--- src/rtl/tx_seq_pkg.sv ---
package tx_seq_pkg;

    // Shifter activity
    typedef enum logic [1:0] {
        TXS_IDLE = 2'd0,
        TXS_DATA = 2'd1,
        TXS_GAP  = 2'd2
    } txs_e;

    // What the shifter does at a frame boundary
    typedef enum logic [1:0] {
        NXT_IDLE = 2'd0,
        NXT_GAP  = 2'd1,
        NXT_DATA = 2'd2
    } nxt_e;

    // Owed filler goes out before any held byte
    function automatic nxt_e pick_next(input logic can_go,
                                       input logic gap_req,
                                       input logic have_byte);
        if (!can_go)   return NXT_IDLE;
        if (gap_req)   return NXT_GAP;
        if (have_byte) return NXT_DATA;
        return NXT_IDLE;
    endfunction

endpackage

--- src/rtl/tx_enable_ctl.sv ---
module tx_enable_ctl (
    input  logic clk,
    input  logic rst,
    input  logic sys_en,
    input  logic tx_en,
    input  logic card_mode,
    input  logic baud_tick,
    input  logic frame_busy,
    input  logic gap_taken,
    output logic en_ack,
    output logic start_gate,
    output logic gap_pend
);

    always_ff @(posedge clk) begin
        if (rst || !sys_en) begin
            en_ack     <= 1'b0;
            start_gate <= 1'b0;
            gap_pend   <= 1'b0;
        end else begin
            if (baud_tick) begin
                en_ack     <= tx_en;
                start_gate <= card_mode && tx_en && !en_ack;
            end
            if (gap_taken)
                gap_pend <= 1'b0;
            else if (baud_tick && en_ack && !tx_en && !card_mode && frame_busy)
                gap_pend <= 1'b1;
        end
    end


    gate_one_bit_chk: assert property (@(posedge clk) disable iff (rst)
        (start_gate && baud_tick && sys_en) |=> !start_gate);


    card_no_gap_chk: assert property (@(posedge clk) disable iff (rst)
        (card_mode && $stable(card_mode)) |-> !$rose(gap_pend));


    ack_off_chk: assert property (@(posedge clk) disable iff (rst)
        !sys_en |=> (!en_ack && !gap_pend && !start_gate));

endmodule

--- src/rtl/tx_frame_shift.sv ---
module tx_frame_shift
    import tx_seq_pkg::*;
#(
    parameter int DATA_W = 8
) (
    input  logic              clk,
    input  logic              rst,
    input  logic              sys_en,
    input  logic              baud_tick,
    input  logic              can_start,
    input  logic              have_byte,
    input  logic [DATA_W-1:0] byte_in,
    input  logic              gap_req,
    output logic              line_out,
    output logic              take_byte,
    output logic              take_gap,
    output logic              frame_busy,
    output logic              frame_done
);

    localparam int FRAME_BITS = DATA_W + 2;
    localparam int CW         = $clog2(FRAME_BITS);
    localparam int LAST       = FRAME_BITS - 1;

    txs_e            st;
    logic [CW-1:0]   cnt;
    logic [DATA_W:0] sh;     // data bits then stop bit

    nxt_e nxt;
    logic at_end;
    logic ready_pt;

    always_comb begin
        nxt        = pick_next(can_start, gap_req, have_byte);
        at_end     = (st != TXS_IDLE) && (cnt == CW'(LAST));
        ready_pt   = sys_en && baud_tick && ((st == TXS_IDLE) || at_end);
        take_byte  = ready_pt && (nxt == NXT_DATA);
        take_gap   = ready_pt && (nxt == NXT_GAP);
        frame_done = ready_pt && (st != TXS_IDLE) && (nxt == NXT_IDLE)
                     && !have_byte && !gap_req;
        frame_busy = (st == TXS_DATA);
    end

    always_ff @(posedge clk) begin
        if (rst || !sys_en) begin
            st       <= TXS_IDLE;
            cnt      <= '0;
            sh       <= '0;
            line_out <= 1'b1;
        end else if (baud_tick) begin
            if (take_byte) begin
                st       <= TXS_DATA;
                cnt      <= '0;
                sh       <= {1'b1, byte_in};
                line_out <= 1'b0;
            end else if (take_gap) begin
                st       <= TXS_GAP;
                cnt      <= '0;
                line_out <= 1'b1;
            end else if (ready_pt) begin
                st       <= TXS_IDLE;
                line_out <= 1'b1;
            end else if (st != TXS_IDLE) begin
                cnt <= cnt + 1'b1;
                if (st == TXS_DATA) begin
                    line_out <= sh[0];
                    sh       <= sh >> 1;
                end
            end
        end
    end


    gap_line_high_chk: assert property (@(posedge clk) disable iff (rst)
        (st == TXS_GAP) |-> line_out);


    stop_bit_high_chk: assert property (@(posedge clk) disable iff (rst)
        (st == TXS_DATA && cnt == CW'(LAST)) |-> line_out);


    idle_line_high_chk: assert property (@(posedge clk) disable iff (rst)
        (st == TXS_IDLE) |-> line_out);

endmodule

--- src/rtl/uart_tx_seq.sv ---
module uart_tx_seq #(
    parameter int DATA_W = 8
) (
    input  logic              clk,
    input  logic              rst,
    input  logic              sys_en,
    input  logic              tx_en,
    input  logic              card_mode,
    input  logic              baud_tick,
    input  logic [DATA_W-1:0] tx_data,
    input  logic              tx_valid,
    output logic              tx_ready,
    output logic              txd,
    output logic              tx_en_ack,
    output logic              tx_done,
    output logic              dma_req
);

    logic              hold_full;
    logic [DATA_W-1:0] hold_data;
    logic              start_gate;
    logic              gap_pend;
    logic              take_byte;
    logic              take_gap;
    logic              frame_busy;
    logic              frame_done;
    logic              accept;

    tx_enable_ctl u_en (
        .clk        (clk),
        .rst        (rst),
        .sys_en     (sys_en),
        .tx_en      (tx_en),
        .card_mode  (card_mode),
        .baud_tick  (baud_tick),
        .frame_busy (frame_busy),
        .gap_taken  (take_gap),
        .en_ack     (tx_en_ack),
        .start_gate (start_gate),
        .gap_pend   (gap_pend)
    );

    tx_frame_shift #(.DATA_W(DATA_W)) u_shift (
        .clk        (clk),
        .rst        (rst),
        .sys_en     (sys_en),
        .baud_tick  (baud_tick),
        .can_start  (tx_en_ack && !start_gate),
        .have_byte  (hold_full),
        .byte_in    (hold_data),
        .gap_req    (gap_pend),
        .line_out   (txd),
        .take_byte  (take_byte),
        .take_gap   (take_gap),
        .frame_busy (frame_busy),
        .frame_done (frame_done)
    );

    assign tx_ready = sys_en && tx_en_ack && !hold_full;
    assign dma_req  = tx_ready;
    assign accept   = tx_valid && tx_ready;

    always_ff @(posedge clk) begin
        if (rst || !sys_en) begin
            hold_full <= 1'b0;
            hold_data <= '0;
        end else if (take_byte) begin
            hold_full <= 1'b0;
        end else if (accept) begin
            hold_full <= 1'b1;
            hold_data <= tx_data;
        end
    end

    always_ff @(posedge clk) begin
        if (rst || !sys_en)
            tx_done <= 1'b0;
        else if (accept)
            tx_done <= 1'b0;
        else if (frame_done)
            tx_done <= 1'b1;
    end


    sys_off_clears_chk: assert property (@(posedge clk) disable iff (rst)
        !sys_en |=> (txd && !tx_en_ack && !tx_done && !tx_ready));


    accept_clears_done_chk: assert property (@(posedge clk) disable iff (rst)
        accept |=> !tx_done);


    done_means_idle_chk: assert property (@(posedge clk) disable iff (rst)
        tx_done |-> (txd && !hold_full));


    held_byte_blocks_chk: assert property (@(posedge clk) disable iff (rst)
        (accept && !take_byte) |=> !dma_req);

endmodule

--- config.mk ---
export PLATFORM = sky130hd
export DESIGN_NAME = uart_tx_seq
export DESIGN_NICKNAME = d
export VERILOG_FILES = /design/src/rtl/tx_seq_pkg.sv /design/src/rtl/tx_enable_ctl.sv /design/src/rtl/tx_frame_shift.sv /design/src/rtl/uart_tx_seq.sv
export SDC_FILE = /design/constraint.sdc
export NUM_CORES = 1
export LEC_CHECK = 0
export ABC_AREA = 0
export CORE_MARGIN = 1.5
export CORE_UTILIZATION = 45
export CTS_CLUSTER_DIAMETER = 100
export CTS_CLUSTER_SIZE = 16
export DETAILED_ROUTE_END_ITERATION = 8
export PLACE_DENSITY = 0.69
export SYNTH_ARGS = -nofsm -noshare
export SYNTH_HDL_FRONTEND = slang
export SYNTH_SLANG_ARGS = --single-unit
export TNS_END_PERCENT = 5
--- constraint.sdc ---
create_clock -name clk -period 2.3 [get_ports clk]
set_clock_uncertainty 0.2 [all_clocks]
set_input_delay 0.69 -clock clk [delete_from_list [all_inputs] [get_ports clk]]
set_output_delay 0.69 -clock clk [all_outputs]
set_load 0.1 [all_outputs]
---- Word level (Yosys, flattened, before mapping) ----
Cells that the tools add are included.
word-level totals
  bits of input ports ..................... 15
  register bits after elaboration ......... 29
operators by class
  reduce and logical (&&, ||, !) cells .... 45
  eq/ne operators ......................... 7
  $add $sub $neg .......................... 1
  bitwise gates (word level) .............. 1
  muxes and demuxes ....................... 28
operator list
  kind                                                                    number
  9-bit 2-to-1 mux                                                        5
  1-bit logical AND                                                       19
  2-bit 2-to-1 mux                                                        9
  4-bit 2-to-1 mux                                                        4
  1-bit 2-to-1 mux                                                        10
  4-bit nonzero test                                                      2
  1-bit logical NOT                                                       7
  3-bit AND reduction                                                     2
  2-bit nonzero test                                                      3
  3-bit nonzero test                                                      2
  2-bit OR reduction                                                      3
  5-bit AND reduction                                                     1
  4-bit by 1-bit adder with 4-bit output (second input constant)          1
  2-bit by 1-bit equality test with 1-bit output (second input constant)  2
  4-bit equality test (second input constant)                             1
  2-bit logical NOT                                                       2
  2-bit inequality test (second input constant)                           2
  2-bit AND reduction                                                     2
  3-bit inequality test (second input constant)                           1
  2-bit equality test (second input constant)                             1
  1-bit logical OR                                                        2
  1-bit inverter                                                          1

---- Logic depth before layout (Yosys ltp) ----
  depth in word-level cells ............... 12
  depth in mapped cells ................... 7

---- By module ----
A second synthesis with hierarchy kept.
second synthesis, totals
  cells, all modules ...................... 164
  area total of the unflattened synthesis .. 1,589.0 um^2
by module, submodules not included
  module          times used  cells each  area each (um^2)
  tx_frame_shift  1           103         988.4
  uart_tx_seq     1           48          450.4
  tx_enable_ctl   1           13          150.1

---- Worst setup path after synthesis ----
Ideal clock, no wire load.
  kind .................................... register to output
  start ................................... register u_en.en_ack
  end ..................................... output tx_ready
  path buffers ............................ 1
  required time ........................... 1.410 ns
  setup slack ............................. -0.985 ns
  stages on the path, launching flop included .. 3
  data arrival time ....................... 2.395 ns
  cells stage by stage .................... dfxtp_1 -> and3b_1 -> buf_4
on the way
  cells in the longest elaborated chain, start to end .. 2
RTL lines
  element                         line                 source
  from (decl)                     tx_enable_ctl.sv:10  output logic en_ack,
  from (signal assigned)          tx_enable_ctl.sv:22  en_ack <= tx_en;
  1-bit logical AND (2 in a row)  uart_tx_seq.sv:59    assign tx_ready = sys_en && tx_en_ack && !hold_full;
  to (decl)                       uart_tx_seq.sv:12    output logic tx_ready,
No other way between the ends.

---- Worst setup path after layout ----
  start ................................... input sys_en
  end ..................................... output dma_req
on the way
  cells in the longest elaborated chain, start to end .. 2
RTL lines
  element                         line               source
  from (decl)                     uart_tx_seq.sv:6   input logic sys_en,
  1-bit logical AND (2 in a row)  uart_tx_seq.sv:59
  to (decl)                       uart_tx_seq.sv:16  output logic dma_req
No other way between the ends.

==> run_results.csv <==
group,metric,value,unit
run_status,status,"finished clean",
critical_path,start_kind,"primary input",
yosys,syn_inst,158,
global_routing,grt_start_max_net_pins,15,
critical_path,path_cells,"clkbuf_2, buf_6, and3b_4, buf_12",
yosys,synth-edff-count,0,
global_routing,antenna_found_initial,0,
flow_run,max_cap_violations,0,
critical_path,rr_startpoint,"u_shift.st[1]",
detailed_routing,viasPerCell,5.56,
yosys,ys.warnings.count,0,
sta,final-hold-violation-count,0,
critical_path,cp_num_buf_inv,3,
critical_path,endpoint_kind,"output port",
global_routing,grt_pass1_wl,5210,microns
sta,fin_setup_tns,0,ns
global_routing,grt_overflow,0,
sta,setup_ws,0.115,ns
placement,pre_cts_ws,-0.469,ns
critical_path,r2r_end,"u_shift.sh[1]",
cells_and_area,final_cell_mix,"nand2_1 (40), dfxtp_1 (28), a21oi_1 (15), buf_4 (15), clkdlybuf4s50_1 (13)",
floorplan,fp.coreArea,0.00273,sq mm
sta,timing.fmax,458,MHz
yosys,synth_compound_area_frac,0.198,
yosys,seq_area_frac_synth,0.447,
detailed_routing,ant_nets,0,
detailed_routing,wire_per_inst,13.3,microns
yosys,synth_fa_ha_area_frac,0.0193,
sta,setup_viol_count_final,0,
critical_path,crit_type,"in2out",
global_routing,grtUsageTotal,0.213,
sta,max_slew_margin,0.631,
yosys,ys_types,36,
sta,fin_crit,2.18,ns
critical_path,max_stage_delay,0.23,ns
power,p_total,0.000952,W
yosys,syn_area,0.00130,sq mm
sta,worstMarginPinSlew,0.553,ns
clock_tree,clkLatencyLatePin,0.33,ns
critical_path,reg2reg_depth,4,
critical_path,critical-path-slowest-cell,"and3b_4",
yosys,synth_area_per_cell,8.21,sq um
detailed_routing,drc,0,
floorplan,rows,19,
critical_path,worst-endpoint-required,1.41,ns
yosys,synth-async-reset-ratio,0,
floorplan,initial_core_util,0.475,
floorplan,ios,20,
critical_path,arrival,1.29,ns
sta,rsz0062_at_grt,"false",
placement,gp_congestion,0.806,
cells_and_area,final_common_cell,"nand2_1",
clock_tree,cts_root_buffer,"clkbuf_4",
yosys,synthXorXnorAreaFrac,0,
detailed_routing,vias,1234,
critical_path,path_depth,4,
critical_path,crit_start,"sys_en",
global_routing,grt_pass1_vias,1192,
worst_hold_path,hp-class,"reg2reg",
yosys,synth-seq-cells,29,
detailed_routing,routed_wl,2960,microns
critical_path,r2r_setup_slack,0.31,ns
detailed_routing,first_iter_violations,59,
clock_tree,cts_tree,"built",
power,power_density,552,mW/mm^2
yosys,synthSimpleGateAreaFrac,0.287,
yosys,synth_top_family_by_area,"simple AND/OR/NAND/NOR gates",
critical_path,cp_max_fo,3,
cells_and_area,num-fill-cells,251,
floorplan,fp.dieArea,0.00321,sq mm
clock_tree,cts_made_buffers,5,
yosys,synthMuxAreaShare,0.00771,
clock_tree,clk_path_buf_depth,2,
yosys,synth-main-ff-cell,"dfxtp_1",
power,p_leak,0.582,nW
clock_tree,hold_buffers,0,
floorplan,die_width,56.7,microns
cells_and_area,drive_gt1_frac,0.183,
critical_path,cp_top_family,"buffers and inverters",
floorplan,die_h,56.7,microns
cells_and_area,area_growth,32.9,%
cells_and_area,antenna_cells,0,
placement,dp_hpwl,2110,microns
clock_tree,path_clk_slew,0.09,ns
yosys,syn_nets,175,
clock_tree,cts_sinks,29,
sta,fin_crit_sh,0.950,
power,peakVddDrop,0.000516,V
placement,portBuffers,19,
cells_and_area,nets,207,
sta,maxSlewViolCount,0,
clock_tree,htreeDepth,2,
detailed_routing,firstDrtPassIters,4,
critical_path,endpoint,"dma_req",
-- repair_timing --
item                       4_1_cts  5_1_grt
gates resized for setup          3        1
setup endpoints to repair       10        2
setup buffers                    1        0
pin swaps                        0        0
-- synth_stat cells, types with 3 or more instances --
library cell / count / share of area
nand2b_1: 3 / 0.014
clkbuf_1: 7 / 0.020
nand2_1: 40 / 0.12
a311oi_1: 9 / 0.061
dfxtp_1: 29 / 0.45
a21oi_1: 15 / 0.058
o21ai_0: 6 / 0.023
nor2_1: 5 / 0.014
nand4b_1: 3 / 0.020
nor3_1: 9 / 0.035
-- area by class of cell --
cell class / instances / area, sq um / share of cell area
Timing Repair Buffer: 35 / 359 / 0.208
Multi-Input combinational cell: 118 / 668 / 0.388
Clock buffer: 7 / 65.1 / 0.0377
Sequential cell: 29 / 584 / 0.339
Inverter: 1 / 3.75 / 0.00218
Tap cell: 31 / 38.8 / 0.0225
Clock inverter: 1 / 5.00 / 0.00290
-- through the flow --
stage | hold WS, ns | cells | instance area [sq um] | util
after global placement | 0.245 | 213 | 1650 | 0.603
after detailed placement | 0.253 | 213 | 1650 | 0.603
after global routing | 0.289 | 222 | 1720 | 0.631
after floorplan | 0.235 | 158 | 1310 | -
after CTS | 0.266 | 222 | 1730 | 0.632
final | 0.265 | 222 | 1720 | 0.631
-- routing by layer --
metal | up-vias | share of wire | track usage
li1 | 627 | - | -
met1 | 583 | 0.48 | 0.277
met2 | 19 | 0.45 | 0.312
met3 | 5 | 0.042 | 0.0668
met4 | 0 | 0.021 | 0.112
met5 | - | 0 | 0
-- worst min-delay path, stage by stage, from the launching register on --
cell and delay (ns):
dfxtp_1 0.32, nand2_1 0.05, a21oi_1 0.05
-- registers in the layout (all words and copies together), names as in the netlist, 2 cells and up --
name and flops:
hold_data 8, u_shift.cnt 4, u_shift.sh 9, u_shift.st 2
-- worst min path at each step --
stage / from / endpoint / slack, ns / cells after the start
final: hold_data[7] / hold_data[7] / 0.27 / 2
after global routing: hold_data[6] / hold_data[6] / 0.29 / 2
after CTS: u_shift.sh[8] / u_shift.sh[8] / 0.27 / 2
after detailed placement: u_shift.sh[8] / u_shift.sh[8] / 0.25 / 2
after global placement: hold_data[7] / hold_data[7] / 0.24 / 2
after floorplan: u_shift.cnt[3] / u_shift.cnt[3] / 0.23 / 1
-- power by group --
| part | internal (W) | switching [W] |
|---|---|---|
| sequential | 0.000503 | 0.00000246 |
| combinational | 0.0000463 | 0.0000440 |
| clock | 0.000177 | 0.000179 |
-- cell families after synthesis --
group,after synthesis
fa+ha+maj,2
compound gates,39
mux,1
buf+inv,11
flops,29
simple gates,76
Note: power is estimated with default switching activity, not from simulation.
